<file path="src/rtl/shift_pkg.sv">
package shift_pkg;

    typedef enum logic [2:0] {
        SK_LSL = 3'd0,
        SK_LSR = 3'd1,
        SK_ASR = 3'd2,
        SK_ROR = 3'd3,
        SK_ROL = 3'd4
    } shift_kind_e;

    typedef struct packed {
        logic reverse;   // mirror bits around the right-going network
        logic rotate;    // wrap instead of fill
        logic fill_bit;  // value shifted in when not rotating
        logic pass;      // unused code: forward operand
    } shift_ctrl_t;

endpackage

</file>
<file path="src/rtl/shift_amt_sel.sv">
module shift_amt_sel #(
    parameter int W  = 32,
    parameter int AW = 5
) (
    input  logic [AW-1:0] imm_amt,
    input  logic [W-1:0]  reg_val,
    input  logic          use_reg,
    output logic [AW-1:0] amt
);

    logic unused_hi;
    assign unused_hi = ^reg_val[W-1:AW];

    always_comb begin
        amt = use_reg ? reg_val[AW-1:0] : imm_amt;
    end

endmodule

</file>
<file path="src/rtl/shift_stage.sv">
module shift_stage #(
    parameter int W    = 32,
    parameter int DIST = 1
) (
    input  logic [W-1:0] din,
    input  logic         en,
    input  logic         rotate,
    input  logic         fill_bit,
    output logic [W-1:0] dout
);

    always_comb begin
        if (!en) begin
            dout = din;
        end else if (rotate) begin
            dout = {din[DIST-1:0], din[W-1:DIST]};
        end else begin
            dout = {{DIST{fill_bit}}, din[W-1:DIST]};
        end
    end

endmodule

</file>
<file path="src/rtl/shift_unit.sv">
module shift_unit
    import shift_pkg::*;
#(
    parameter  int W  = 32,
    localparam int AW = $clog2(W)
) (
    input  logic [W-1:0]  operand,
    input  logic [AW-1:0] imm_amt,
    input  logic [W-1:0]  reg_amt,
    input  logic          use_reg,
    input  logic [2:0]    kind,
    output logic [W-1:0]  result
);

    shift_ctrl_t   ctrl_d;
    logic [AW-1:0] amt_d;
    logic [W-1:0]  chain_d [AW+1];
    logic [W-1:0]  mirror_in_d;
    logic [W-1:0]  mirror_out_d;

    function automatic logic [W-1:0] bit_mirror(input logic [W-1:0] v);
        logic [W-1:0] r;
        for (int i = 0; i < W; i++) begin
            r[i] = v[W-1-i];
        end
        return r;
    endfunction

    shift_amt_sel #(.W(W), .AW(AW)) u_amt (
        .imm_amt (imm_amt),
        .reg_val (reg_amt),
        .use_reg (use_reg),
        .amt     (amt_d)
    );

    always_comb begin
        ctrl_d = '0;
        case (shift_kind_e'(kind))
            SK_LSL:  ctrl_d.reverse = 1'b1;
            SK_LSR:  ctrl_d.fill_bit = 1'b0;
            SK_ASR:  ctrl_d.fill_bit = operand[W-1];
            SK_ROR:  ctrl_d.rotate = 1'b1;
            SK_ROL: begin
                ctrl_d.rotate  = 1'b1;
                ctrl_d.reverse = 1'b1;
            end
            default: ctrl_d.pass = 1'b1;
        endcase
    end

    always_comb begin
        mirror_in_d = ctrl_d.reverse ? bit_mirror(operand) : operand;
    end

    assign chain_d[0] = mirror_in_d;

    for (genvar k = 0; k < AW; k++) begin : g_stage
        shift_stage #(.W(W), .DIST(1 << k)) u_stage (
            .din      (chain_d[k]),
            .en       (amt_d[k]),
            .rotate   (ctrl_d.rotate),
            .fill_bit (ctrl_d.fill_bit),
            .dout     (chain_d[k+1])
        );
    end

    always_comb begin
        mirror_out_d = ctrl_d.reverse ? bit_mirror(chain_d[AW]) : chain_d[AW];
        result       = ctrl_d.pass ? operand : mirror_out_d;
    end

    // Checks on the settled combinational result
    always_comb begin
        if (amt_d == '0) begin
            a_r1_zero_amount: assert (result == operand);
        end
        if (kind == 3'd1 && amt_d != '0) begin
            a_r3_zero_fill: assert (result[W-1] == 1'b0);
        end
        if (kind == 3'd2) begin
            a_r4_sign_fill: assert (result[W-1] == operand[W-1]);
        end
        if (kind == 3'd3 || kind == 3'd4) begin
            a_r5_rotate_keeps_bits: assert ($countones(result) == $countones(operand));
        end
        if (kind > 3'd4) begin
            a_r9_unused_pass: assert (result == operand);
        end
        if (kind == 3'd0 && amt_d != '0) begin
            a_r2_low_zero: assert (result[0] == 1'b0);
        end
    end

endmodule

</file>
<file path="config.mk">
export PLATFORM = sky130hd
export DESIGN_NAME = shift_unit
export DESIGN_NICKNAME = d
export VERILOG_FILES = /design/src/rtl/shift_pkg.sv /design/src/rtl/shift_amt_sel.sv /design/src/rtl/shift_stage.sv /design/src/rtl/shift_unit.sv
export SDC_FILE = /design/constraint.sdc
export NUM_CORES = 1
export LEC_CHECK = 0
export CORE_UTILIZATION = 25
export DETAILED_ROUTE_END_ITERATION = 10
export GPL_ROUTABILITY_DRIVEN = 0
export PLACE_DENSITY = 0.47
export SETUP_SLACK_MARGIN = 0.5
export SYNTH_ARGS = -nofsm -noshare
export SYNTH_HDL_FRONTEND = slang
export SYNTH_HIERARCHICAL = 1
export SYNTH_SLANG_ARGS = --single-unit
</file>
<file path="constraint.sdc">
create_clock -name vclk -period 3.6
set_clock_uncertainty 0.05 [all_clocks]
set_input_delay 0.36 -clock vclk [all_inputs]
set_output_delay 0.36 -clock vclk [all_outputs]
set_load 0.01 [all_outputs]
</file>
==> flow_summary.ini <==
[status]
status = complete, no violations

[sta]
slew_violations = 0
setup-tns-final_ps = 0
fmax_mhz = 286
hold_ws_ps = 1260
period_share_pct = 97.3
finalCriticalPeriod_ps = 3500
finalHoldViolCount = 0
worstMarginPinSlew_ps = 403
setup_viol = 0
slew_headroom_pct = 73.2
rsz0062_at_grt = yes

[grt]
grt_pass1_wl_um = 21200
antenna_found_initial = 0
grt_overflow = 0
grt_pass1_vias = 3602
grtUsageTotal_pct = 16.6
grt_max_degree = 49

[floorplan]
core_region_area_um2 = 15900
fp.dieH_um = 129
start_util_pct = 25.6
ioPinCount = 105
die-area_um2 = 16800
rows = 46
fp.dieW_um = 129

[synth]
synth_compound_area_share_pct = 13.6
ys.warnings.count = 6
yosys.area_share.xor_xnor_pct = 0
yosys.area_share.simple_pct = 10.3
synth_cell_types = 20
syn-num-nets = 482
synth.avg_cell_area_um2 = 9.94
synth_fa_ha_area_share_pct = 0
synth_top_family_by_area = multiplexers
synthMuxAreaShare_pct = 64.2
synth_area_um2 = 4060
seq_area_frac_synth_pct = 0
syn_inst = 409

[drt]
firstDrtPassIters = 4
vias_per_cell = 4.95
highest_layer = met4
met1_length_um = 6420
routed_wl_um = 14100
ant_nets = 0
first_iter_violations = 93
wl_met2_um = 7030
routed-wl-met3_um = 354
routedWlPerCell_um = 19.8
remaining_drc_errors = 0
vias = 3526

[flow_run]
max_cap_violations = 0

[placement]
io_buffers = 78
place_hpwl_um = 10900
dp_cells = 702
placed_area_um2 = 5230

[finish]
num_antenna_cells = 0
nClkBuffers = 0
drive_gt1_share_pct = 67.3
fillers = 1661
areaGrowthSynthToFinish_pct = 41.4
seq_cell_count = 0
final_cell_count_no_fill = 712
multiInputGateArea_um2 = 4150
fin_area_um2 = 5750
seqCellArea_um2 = 0
fin_nets = 571

[power]
vdd_ir_drop_max_v = 0.000106
internal-power_uw = 737
finalPower_mw = 1.37
p_leak_nw = 2.56
p_comb_share_pct = 100.0
clock_power_share_pct = 0
sw_frac_of_total_pct = 46.1
power_frac_seq_pct = 0
power_density_nw_per_um2 = 238
p_switching_uw = 631

[hold_path]
worstHoldPathType = in -> out

[critical_path]
startpoint = kind[1]
crit_fanout = 7
cp.arrival_ps = 3090
cp-endpoint = result[7]
worst_setup_path_start_kind = input pin
endpoint_kind = primary output
worst_ep_required_time_ps = 3190
crit_type = in -> out
[final cells by class]
| type | instances | share of cell area (%) |
|---|---|---|
| Timing Repair Buffer | 134 | 23.1 |
| Tap cell | 216 | 4.70 |
| Multi-Input combinational cell | 362 | 72.2 |
[layer usage]
metal | track usage (%) | vias up
li1 | - | 1696
met1 | 21.4 | 1742
met2 | 30.5 | 74
met3 | 0.743 | 14
met4 | 3.49 | 0
met5 | 0 | -
[placed cells by master (no fill, tap or decap), drive strengths merged]
master,n
nor2,32
bufbuf,1
clkdlybuf4s15,2
nand2,25
nand2b,2
mux2i,40
a31oi,24
mux2,166
a21oi,39
buf,90
or2,1
nor3,32
dlygate4sd2,1
clkdlybuf4s50,40
nor4bb,1
[logic make-up (layout without fill, tap and decap cells)]
group	count (synthesis)	after routing
muxes	206	206
and+or+nand+nor	93	93
AOI/OAI and AO/OA	63	63
buffers and inverters	47	134
[power by group through the flow]
stage	Sequential, mW	Combinational, mW	Clock (mW)
detailed placement	0	1.22	0
CTS	0	1.31	0
finish	0	1.37	0
global placement	0	1.22	0
floorplan	0	0.849	0
global route	0	1.45	0
[cell usage after synthesis (all sizes together)]
library cell  count  area [µm²]
nor2             32         123
buf              39         450
a21oi            39         195
a31oi            24         359
mux2i            40         400
mux2            166        2210
nand2b            2        27.5
nor4bb            1        10.0
or2               1        6.26
nand2            25        93.8
clkbuf            8        31.3
nor3             32         160
[critical path, stage by stage]
cell     delay, ps
buf_8          100
buf_6          110
nor2_4         140
buf_6          120
buf_12         120
mux2_4         320
mux2_4         290
mux2_4         290
mux2_4         280
mux2_4         280
mux2_4         290
mux2i_1        150
a21oi_1         90
buf_2          150
[stage by stage]
step	util, %	worst slack, ps
floorplan	-	354
global placement	32.9	-707
detailed placement	32.9	-690
CTS	35.1	99.9
global route	36.2	-0.0950
finish	36.2	98.7
[worst min path at each step]
stage / endpoint / cells past startpoint / start / slack [ps]
4_1_cts: result[1] / 5 / kind[0] / 1270
6_report: result[1] / 5 / kind[1] / 1260
3_3_place_gp: result[29] / 5 / kind[2] / 1760
5_1_grt: result[17] / 5 / kind[1] / 1300
2_1_floorplan: result[0] / 2 / operand[0] / 890
3_5_place_dp: result[6] / 5 / kind[2] / 1760
[repair_timing]
item | CTS | global route
setup endpoints to repair | 32 | 32
gates cloned | 3 | 0
resized for setup | 232 | 43
buffers inserted | 7 | 0
hold buffers | 0 | 0
pin swaps | 18 | 18
No activity file was read; power rests on OpenSTA's default activity.
